`src/rtl/gl_pkg.sv`:
```
package gl_pkg;

    typedef enum logic [1:0] {
        ST_IDLE    = 2'd0,
        ST_GATHER  = 2'd1,
        ST_MEASURE = 2'd2
    } gl_state_e;

    function automatic int unsigned gl_lines(input int unsigned ch_n);
        return (1 << ch_n) - 1;
    endfunction

endpackage

```
`src/rtl/gl_fanin.sv`:
```
module gl_fanin #(
    parameter int unsigned CH_N  = 3,
    localparam int unsigned LINES = (1 << CH_N) - 1
) (
    input  logic [LINES-1:0] lines_i,
    output logic [CH_N-1:0]  chan_o
);

    for (genvar k = 0; k < CH_N; k++) begin : g_ch
        logic [LINES-1:0] pick;
        for (genvar j = 1; j <= LINES; j++) begin : g_ln
            if (((j >> k) & 1) != 0) begin : g_on
                assign pick[j-1] = lines_i[j-1];
            end else begin : g_off
                assign pick[j-1] = 1'b1;
            end
        end
        assign chan_o[k] = &pick;
    end

endmodule

```
`src/rtl/gl_chan_det.sv`:
```
module gl_chan_det #(
    parameter int unsigned WID_W = 12
) (
    input  logic             clk_i,
    input  logic             rst_ni,
    input  logic             chan_i,
    output logic             fall_o,
    output logic             low_o,
    output logic [WID_W-1:0] run_o
);

    localparam logic [WID_W-1:0] RUN_MAX = '1;

    logic smp_q;
    logic prv_q;
    logic [WID_W-1:0] run_q;

    always_ff @(posedge clk_i or negedge rst_ni) begin
        if (!rst_ni) begin
            smp_q <= 1'b1;
            prv_q <= 1'b1;
        end else begin
            smp_q <= chan_i;
            prv_q <= smp_q;
        end
    end

    assign fall_o = prv_q & ~smp_q;
    assign low_o  = ~smp_q;

    // run length of the latest low stretch; holds after the channel recovers
    always_ff @(posedge clk_i or negedge rst_ni) begin
        if (!rst_ni) begin
            run_q <= '0;
        end else if (fall_o) begin
            run_q <= WID_W'(1);
        end else if (!smp_q && run_q != RUN_MAX) begin
            run_q <= run_q + WID_W'(1);
        end
    end

    assign run_o = run_q;

endmodule

```
`src/rtl/gl_ctrl.sv`:
```
module gl_ctrl
    import gl_pkg::*;
#(
    parameter int unsigned CH_N    = 3,
    parameter int unsigned WIN_CYC = 4,
    parameter int unsigned WID_W   = 12,
    localparam int unsigned WC_W   = (WIN_CYC > 1) ? $clog2(WIN_CYC) : 1
) (
    input  logic                  clk_i,
    input  logic                  rst_ni,
    input  logic [CH_N-1:0]       fall_i,
    input  logic [CH_N-1:0]       low_i,
    input  logic [CH_N*WID_W-1:0] run_i,
    output logic                  evt_valid_o,
    output logic [CH_N-1:0]       evt_index_o,
    output logic [WID_W-1:0]      evt_width_o,
    output logic                  evt_err_o
);

    gl_state_e        state_q, state_d;
    logic [CH_N-1:0]  hit_q;
    logic [WC_W-1:0]  win_q;
    logic             any_fall, all_high, win_done, emit;
    logic [WID_W-1:0] longest;

    assign any_fall = |fall_i;
    assign all_high = ~|low_i;
    assign win_done = (win_q == WC_W'(WIN_CYC - 1));
    assign emit     = (state_q == ST_MEASURE) && all_high;

    always_comb begin
        state_d = state_q;
        unique case (state_q)
            ST_IDLE:    if (any_fall) state_d = ST_GATHER;
            ST_GATHER:  if (win_done) state_d = ST_MEASURE;
            ST_MEASURE: if (all_high) state_d = ST_IDLE;
            default:    state_d = ST_IDLE;
        endcase
    end

    always_comb begin
        longest = '0;
        for (int k = 0; k < CH_N; k++) begin
            if (hit_q[k] && run_i[k*WID_W +: WID_W] > longest) begin
                longest = run_i[k*WID_W +: WID_W];
            end
        end
    end

    // state register with the channel set and window counter
    always_ff @(posedge clk_i or negedge rst_ni) begin
        if (!rst_ni) begin
            state_q <= ST_IDLE;
            hit_q   <= '0;
            win_q   <= '0;
        end else begin
            state_q <= state_d;
            unique case (state_q)
                ST_IDLE: begin
                    win_q <= '0;
                    if (any_fall) hit_q <= fall_i;
                end
                ST_GATHER: begin
                    hit_q <= hit_q | fall_i;
                    if (!win_done) win_q <= win_q + WC_W'(1);
                end
                default: ;
            endcase
        end
    end

    // output register
    always_ff @(posedge clk_i or negedge rst_ni) begin
        if (!rst_ni) begin
            evt_valid_o <= 1'b0;
            evt_index_o <= '0;
            evt_width_o <= '0;
            evt_err_o   <= 1'b0;
        end else begin
            evt_valid_o <= emit;
            if (emit) begin
                evt_index_o <= hit_q;
                evt_width_o <= longest;
                evt_err_o   <= ~|hit_q;
            end
        end
    end

endmodule

```
`src/rtl/glitch_locator.sv`:
```
module glitch_locator #(
    parameter int unsigned CH_N    = 3,
    parameter int unsigned WIN_CYC = 4,
    parameter int unsigned WID_W   = 12,
    localparam int unsigned LINES  = (1 << CH_N) - 1
) (
    input  logic              clk_i,
    input  logic              rst_ni,
    input  logic [LINES-1:0]  lines_i,
    output logic              evt_valid_o,
    output logic [CH_N-1:0]   evt_index_o,
    output logic [WID_W-1:0]  evt_width_o,
    output logic              evt_err_o
);

    logic [CH_N-1:0]       chan, fall, low;
    logic [CH_N*WID_W-1:0] run;

    gl_fanin #(.CH_N(CH_N)) u_fanin (
        .lines_i (lines_i),
        .chan_o  (chan)
    );

    for (genvar k = 0; k < CH_N; k++) begin : g_det
        gl_chan_det #(.WID_W(WID_W)) u_det (
            .clk_i  (clk_i),
            .rst_ni (rst_ni),
            .chan_i (chan[k]),
            .fall_o (fall[k]),
            .low_o  (low[k]),
            .run_o  (run[k*WID_W +: WID_W])
        );
    end

    gl_ctrl #(.CH_N(CH_N), .WIN_CYC(WIN_CYC), .WID_W(WID_W)) u_ctrl (
        .clk_i       (clk_i),
        .rst_ni      (rst_ni),
        .fall_i      (fall),
        .low_i       (low),
        .run_i       (run),
        .evt_valid_o (evt_valid_o),
        .evt_index_o (evt_index_o),
        .evt_width_o (evt_width_o),
        .evt_err_o   (evt_err_o)
    );

endmodule

```
`config.mk`:
```
export PLATFORM = sky130hd
export DESIGN_NAME = glitch_locator
export DESIGN_NICKNAME = d
export VERILOG_FILES = /design/src/rtl/gl_pkg.sv /design/src/rtl/gl_fanin.sv /design/src/rtl/gl_chan_det.sv /design/src/rtl/gl_ctrl.sv /design/src/rtl/glitch_locator.sv
export SDC_FILE = /design/constraint.sdc
export NUM_CORES = 1
export LEC_CHECK = 0
export ABC_CLOCK_PERIOD_IN_PS = 3600
export BUFFER_PORTS_ARGS = -buffer_cell sky130_fd_sc_hd__buf_4
export CORE_MARGIN = 5
export CORE_UTILIZATION = 45
export CTS_CLUSTER_DIAMETER = 40
export DETAILED_ROUTE_END_ITERATION = 8
export GPL_ROUTABILITY_DRIVEN = 0
export PLACE_DENSITY = 0.65
export SETUP_SLACK_MARGIN = 0.05
export SYNTH_ARGS = -nofsm -noshare
export SYNTH_HDL_FRONTEND = slang
export SYNTH_SLANG_ARGS = --single-unit
```
`constraint.sdc`:
```
create_clock -name clk_i -period 3.6 [get_ports clk_i]
set_input_delay 0 -clock clk_i [delete_from_list [all_inputs] [get_ports clk_i]]
set_output_delay 0 -clock clk_i [all_outputs]
set_load 0.01 [all_outputs]
```
# Word level (Yosys, flattened, before mapping)
# Cells that the tools add are included.
[totals]
wordCells = 83
output_inout_bits = 17
regBits = 66
inputBits = 9
[op_classes]
mux = 17
n_bitwise = 7
add_sub_neg = 4
n_lt_le_gt_ge = 3
n_reduce_logical = 26
n_eq_ne = 10
[ops]
columns = ["op", "n"]
rows = [
  ["$mux W12", 9],
  ["$add A12 B1 Y12 const B", 3],
  ["$ne A12 B12 Y1 const B", 3],
  ["$gt A12 B12 Y1", 2],
  ["$gt A12 B1 Y1 const B", 1],
  ["$reduce_and A4 Y1", 3],
  ["$reduce_or A3 Y1", 3],
  ["$mux W2", 4],
  ["$reduce_bool A2 Y1", 4],
  ["$logic_and A1 B1 Y1", 7],
  ["$pmux W2 S3", 1],
  ["$pmux W3 S2", 1],
  ["$logic_not A1 Y1", 5],
  ["$eq A2 B2 Y1 const B", 2],
  ["$ne A2 B1 Y1 const B", 2],
  ["$ne A2 B2 Y1 const B", 2],
  ["$pmux W2 S2", 1],
  ["$reduce_and A2 Y1", 2],
  ["$and A1 B1 Y1", 3],
  ["$mux W3", 1],
  ["$not A1 Y1", 3],
  ["$or A3 B3 Y3", 1],
  ["$reduce_and A3 Y1", 1],
  ["$add A2 B1 Y2 const B", 1],
  ["2 further kinds", 2],
]

# Depth between registers and ports, before layout
[depth]
depth_word = 9
depth_mapped = 20
mapped_depth_nobuf = 18

# Hierarchy
# Synthesis repeated with hierarchy kept, for this count alone.
[hier_totals]
cells_unflattened = 442
area_unflattened_um2 = 4142.7
[modules_own_cells]
columns = ["module", "seq_area_each_um2", "instances", "area_each_um2", "cells_each"]
rows = [
  ["gl_chan_det", 352.8, 3, 732.0, 78],
  ["gl_ctrl", 600.6, 1, 1920.6, 205],
  ["gl_fanin", 0.0, 1, 26.3, 3],
]

# Least setup slack after synthesis
# Ideal clock, no wire load.
[synth_timing]
path_type = "register -> register"
start = "register g_det[0].u_det.run_q[0]"
end = "register u_ctrl.evt_width_o[1]"
slack_ns = -0.330
t_required_ns = 3.510
arrival_time_ns = 3.839
period_less_slack_ns = 3.930
stages_incl_launch_ff = 21
n_path_buf = 2
cell_sequence = "dfrtp_1 -> inv_1 -> ha_1 -> nor4b_1 -> nand3_1 -> nand3_1 -> ha_1 -> nand3_1 -> nor2_1 -> o311ai_1 -> a21boi_4 -> buf_6 -> mux2_4 -> ha_1 -> and4_1 -> nand4_1 -> o31ai_1 -> a31o_2 -> or2_2 -> buf_4 -> o221ai_1"
[synth_via]
elab_chain_len = 9
[synth_lines]
columns = ["element", "line_no", "text"]
rows = [
  ["start: declaration", "gl_chan_det.sv:16", "logic [WID_W-1:0] run_q;"],
  ["start signal: assignment", "gl_chan_det.sv:38", "run_q <= run_q + WID_W'(1);"],
  ["$gt A12 B1 Y1", "gl_ctrl.sv:44", "if (hit_q[k] && run_i[k*WID_W +: WID_W] > longest) begin"],
  ["$logic_and A1 B1 Y1", "gl_ctrl.sv:44", ""],
  ["$mux W12 *", "gl_ctrl.sv:44", ""],
  ["$gt A12 B12 Y1", "gl_ctrl.sv:44", ""],
  ["$logic_and A1 B1 Y1", "gl_ctrl.sv:44", ""],
  ["$mux W12 *", "gl_ctrl.sv:44", ""],
  ["$gt A12 B12 Y1", "gl_ctrl.sv:44", ""],
  ["$logic_and A1 B1 Y1", "gl_ctrl.sv:44", ""],
  ["$mux W12 *", "gl_ctrl.sv:44", ""],
  ["end signal: assignment", "gl_ctrl.sv:83", "evt_width_o <= longest;"],
  ["end: declaration", "gl_ctrl.sv:16", "output logic [WID_W-1:0] evt_width_o,"],
]
# Every way passes the cells marked *; elsewhere a longest branch is shown, timed or not.
# A chain may end at the register's enable or synchronous reset.

# Final worst setup path
[layout_timing]
start = "register g_det[0].u_det.run_q[0]"
end = "register u_ctrl.evt_width_o[8]"
# Same word-level chain as after synthesis.

==> results.json <==
{
  "route.layer.met1.wl_microns": 4580,
  "post_synth.cell_area_avg_sq_um": 9.78,
  "rsz0062_at_grt": "yes",
  "crit_required_ns": 3.86,
  "grt_antenna_before_repair": 0,
  "final.period_utilization": 1.07,
  "num_antenna_cells": 0,
  "worst_path_max_delay_cell": "sky130_fd_sc_hd__dfrtp_1",
  "timing.critical_path.cells": "inv_2 > ha_4 > nor4b_4 > nand3_2 > and3_4 > ha_4 > inv_2 > o31a_1 > a21boi_4 > buf_12 > buf_6 > mux2_4 > ha_4 > a31o_4 > o2111ai_2 > a31o_4 > or2_4 > o221ai_2",
  "cts_tree": "built",
  "number_of_synthesized_flops_with_an_enable_pin": 0,
  "drive_above_1_share": 0.357,
  "fmaxAchievable_mhz": 260,
  "setup_viol": 12,
  "route.final.wire_length_microns": 10300,
  "wire_length_of_the_first_global_routing_pass_microns": 17900,
  "floorplan.core_area_sq_mm": 0.00868,
  "drv.max_cap_violation_count": 0,
  "tightestPinTransition_ns": 1.02,
  "vias": 3410,
  "effective_utilization_at_floorplan": 0.461,
  "number_of_global_route_vias_before_repair": 3605,
  "cp_common_cell": "sky130_fd_sc_hd__ha_4",
  "maxSlewHeadroom": 0.316,
  "final_critical_path_setup_slack_ns": -0.248,
  "outcome": "finished, violations left",
  "footprint_of_the_flip_flops_and_latches_sq_mm": 0.00166,
  "grt_max_degree": 67,
  "cts.htree.levels": 3,
  "die-area_sq_mm": 0.0109,
  "power.static_leakage_uw": 0.00242,
  "hpwl_microns": 7290,
  "multi_input_combinational_cell_area_sq_mm": 0.00250,
  "synth-seq-cells": 66,
  "boundaryPins": 26,
  "fill_cells": 717,
  "power_density_mw_per_mm2": 696,
  "synth.yosys.warnings": 0,
  "wl_met3_microns": 511,
  "reg2regPathDepth": 18,
  "drt-wirelength-per-cell_microns": 16.7,
  "worst_clock_skew_ns": 0.0144,
  "synth.distinct_cells": 57,
  "critical_path_start_end_classification": "flip-flop to flip-flop",
  "fin_tns_setup_ns": -2.69,
  "dieWidth_microns": 104,
  "end_kind": "flip-flop",
  "timing.critical_path.fanout_max": 6,
  "grt_use_total": 0.201,
  "ys_flop_type": "sky130_fd_sc_hd__dfrtp_1",
  "finalPower_uw": 3750,
  "syn-cell-area_sq_mm": 0.00400,
  "cp_slowest_stage_delay_ns": 0.39,
  "critPathLaunchType": "flip-flop",
  "buffer_ports.inserted": 25,
  "drt_first_iter_violations": 142,
  "drt_first_pass_iters": 4,
  "chipHeight_microns": 104,
  "met2_wirelength_microns": 5020,
  "finalMaxSlewViolations": 0,
  "finalWorstPathRequiredPeriod_ns": 3.85,
  "drcViolationCount": 0,
  "worst_skew_pair.late_latency_ns": 0.35,
  "finalNetCount": 540,
  "cts_buffer_depth": 2,
  "synth_async_sr_flop_share": 1.00,
  "hold_violation_count_in_the_final_report": 0,
  "topRoutingLayerUsed": "met4",
  "avgViaCountPerCell": 5.54,
  "fin_hold_ws_ns": 0.295,
  "std_cell_rows": 34,
  "critPathArrivalTime_ns": 4.11,
  "synth.yosys.seq_area_share": 0.415,
  "synth_cells": 409,
  "grt-ovfl-total": 0,
  "syn-num-nets": 447,
  "cts.reportedPaths.clkPinSlew_ns": 0.08,
  "ant_nets": 0,
  "cts.sinks": 66,
  "cts_buffers": 9,
  "vdd_drop_max_v": 0.000386,
  "cts_root_buf": "sky130_fd_sc_hd__clkbuf_8",
  "violations": "negative setup slack",
  "layout.cells.most_common": "sky130_fd_sc_hd__buf_4",
  "hold_path_class": "input pin to async pin",
  "synthToLayoutAreaGrowth_pct": 34.7,
  "most-common-layout-cells": "sky130_fd_sc_hd__buf_4 (82), sky130_fd_sc_hd__dfrtp_1 (59), sky130_fd_sc_hd__nand2_1 (57)"
}
-- critical path: cells and delay by family (launching register included) --
family | cells | cell delay, ns
AOI/OAI and AO/OA | 6 | 1.13
and+or+nand+nor | 4 | 0.91
adders and majority gates | 3 | 0.66
DFF | 1 | 0.39
buffers and inverters | 4 | 0.36
muxes | 1 | 0.31
-- layer usage --
| metal | vias to the layer above | global-route usage |
|---|---|---|
| met5 | - | 0 |
| li1 | 1639 | - |
| met2 | 100 | 0.314 |
| met3 | 15 | 0.0372 |
| met1 | 1656 | 0.276 |
| met4 | 0 | 0.0814 |
-- flip-flops by register name, summed over array words and instances (netlist names) --
name	flops
g_det.u_det.run_o	36
u_ctrl.evt_valid_o	1
g_det.u_det.prv_q	3
u_ctrl.evt_width_o	12
u_ctrl.evt_index_o	3
u_ctrl.hit_q	3
u_ctrl.evt_err_o	1
g_det.u_det.smp_q	3
u_ctrl.win_q	2
u_ctrl.state_q	2
-- path summary, 6_finish.rpt --
path / from / to / slack (ns)
setup / recovery: g_det[0].u_det.run_o[0] / u_ctrl.evt_width_o[8] / -0.25
hold / removal: rst_ni / g_det[0].u_det.run_o[6] / 0.29
setup reg to reg: g_det[0].u_det.run_o[0] / u_ctrl.evt_width_o[8] / -0.25
hold reg to reg: g_det[0].u_det.smp_q / g_det[0].u_det.prv_q / 0.43
max in group asynchronous: rst_ni / u_ctrl.hit_q[0] / 2.68
min in group clk_i: g_det[0].u_det.smp_q / g_det[0].u_det.prv_q / 0.43
-- power breakdown --
group / leakage, uW / switching, uW / total, uW / internal [uW]
registers: 0.000859 / 200 / 1080 / 875
logic: 0.00147 / 921 / 2030 / 1110
clock network: 0.000100 / 321 / 647 / 326
total: 0.00242 / 1440 / 3750 / 2310
-- synth_stat cells, drive strengths merged (3+ instances only) --
| cell type | count | area, sq um |
|---|---|---|
| buf | 5 | 32.5 |
| inv | 33 | 124 |
| and4 | 12 | 110 |
| nor2b | 4 | 25.0 |
| o31ai | 3 | 22.5 |
| o21ai | 16 | 80.1 |
| a31oi | 3 | 25.0 |
| nand2b | 3 | 18.8 |
| nand4 | 8 | 50.1 |
| dfrtp | 60 | 1500 |
| a22o | 3 | 26.3 |
| o221ai | 12 | 161 |
| xnor2 | 17 | 149 |
| or3 | 3 | 18.8 |
| mux2 | 12 | 169 |
| dfstp | 6 | 158 |
| xor2 | 9 | 78.8 |
| and2 | 3 | 18.8 |
| a31o | 3 | 26.3 |
| nand3 | 17 | 85.1 |
| and3 | 6 | 37.5 |
| nor4 | 4 | 31.3 |
| a21oi | 12 | 71.3 |
| ha | 29 | 363 |
| clkbuf | 8 | 30.0 |
| nand2 | 58 | 218 |
| nand3b | 4 | 30.0 |
| nor2 | 34 | 128 |
-- through the flow --
step                      area (sq um)  instances   util  setup slack (ns)
after global placement            4750        581  0.547            -0.236
final                             5390        615  0.621            -0.248
after detailed placement          4750        581  0.547            -0.317
after floorplan                   4100        409      -           -0.0586
after CTS                         5350        615  0.616            -0.193
after global routing              5390        615  0.621            -0.433
-- kinds of logic (layout without fill, tap and decap cells) --
| kind of cell | count (synthesis) | count (layout) | share of synthesized area |
|---|---|---|---|
| xor gates and xnor gates | 26 | 26 | 0.0569 |
| adders and majority gates | 29 | 29 | 0.0907 |
| AOI/OAI and AO/OA | 67 | 67 | 0.142 |
| and+or+nand+nor | 162 | 163 | 0.204 |
| buffers and inverters | 46 | 143 | 0.0466 |
| DFF | 66 | 66 | 0.415 |
| muxes | 13 | 13 | 0.0447 |
-- cell type report --
class | count | area share
well taps | 108 | 0.0251
clock buffers | 9 | 0.0230
inverters | 33 | 0.0230
multi-input cells | 298 | 0.463
clock inverters | 7 | 0.0144
repair buffers | 94 | 0.143
flip-flops and latches | 66 | 0.308
-- repair_timing --
| action | CTS | global route |
|---|---|---|
| buffers inserted | 9 | 0 |
| hold buffers | 7 | 0 |
| setup endpoints to repair | 12 | 12 |
| cloned | 2 | 0 |
| gates resized for setup | 38 | 7 |
| pin swaps | 23 | 11 |
| hold endpoints to repair | 63 | 0 |
No activity file was read; power rests on OpenSTA's default activity.
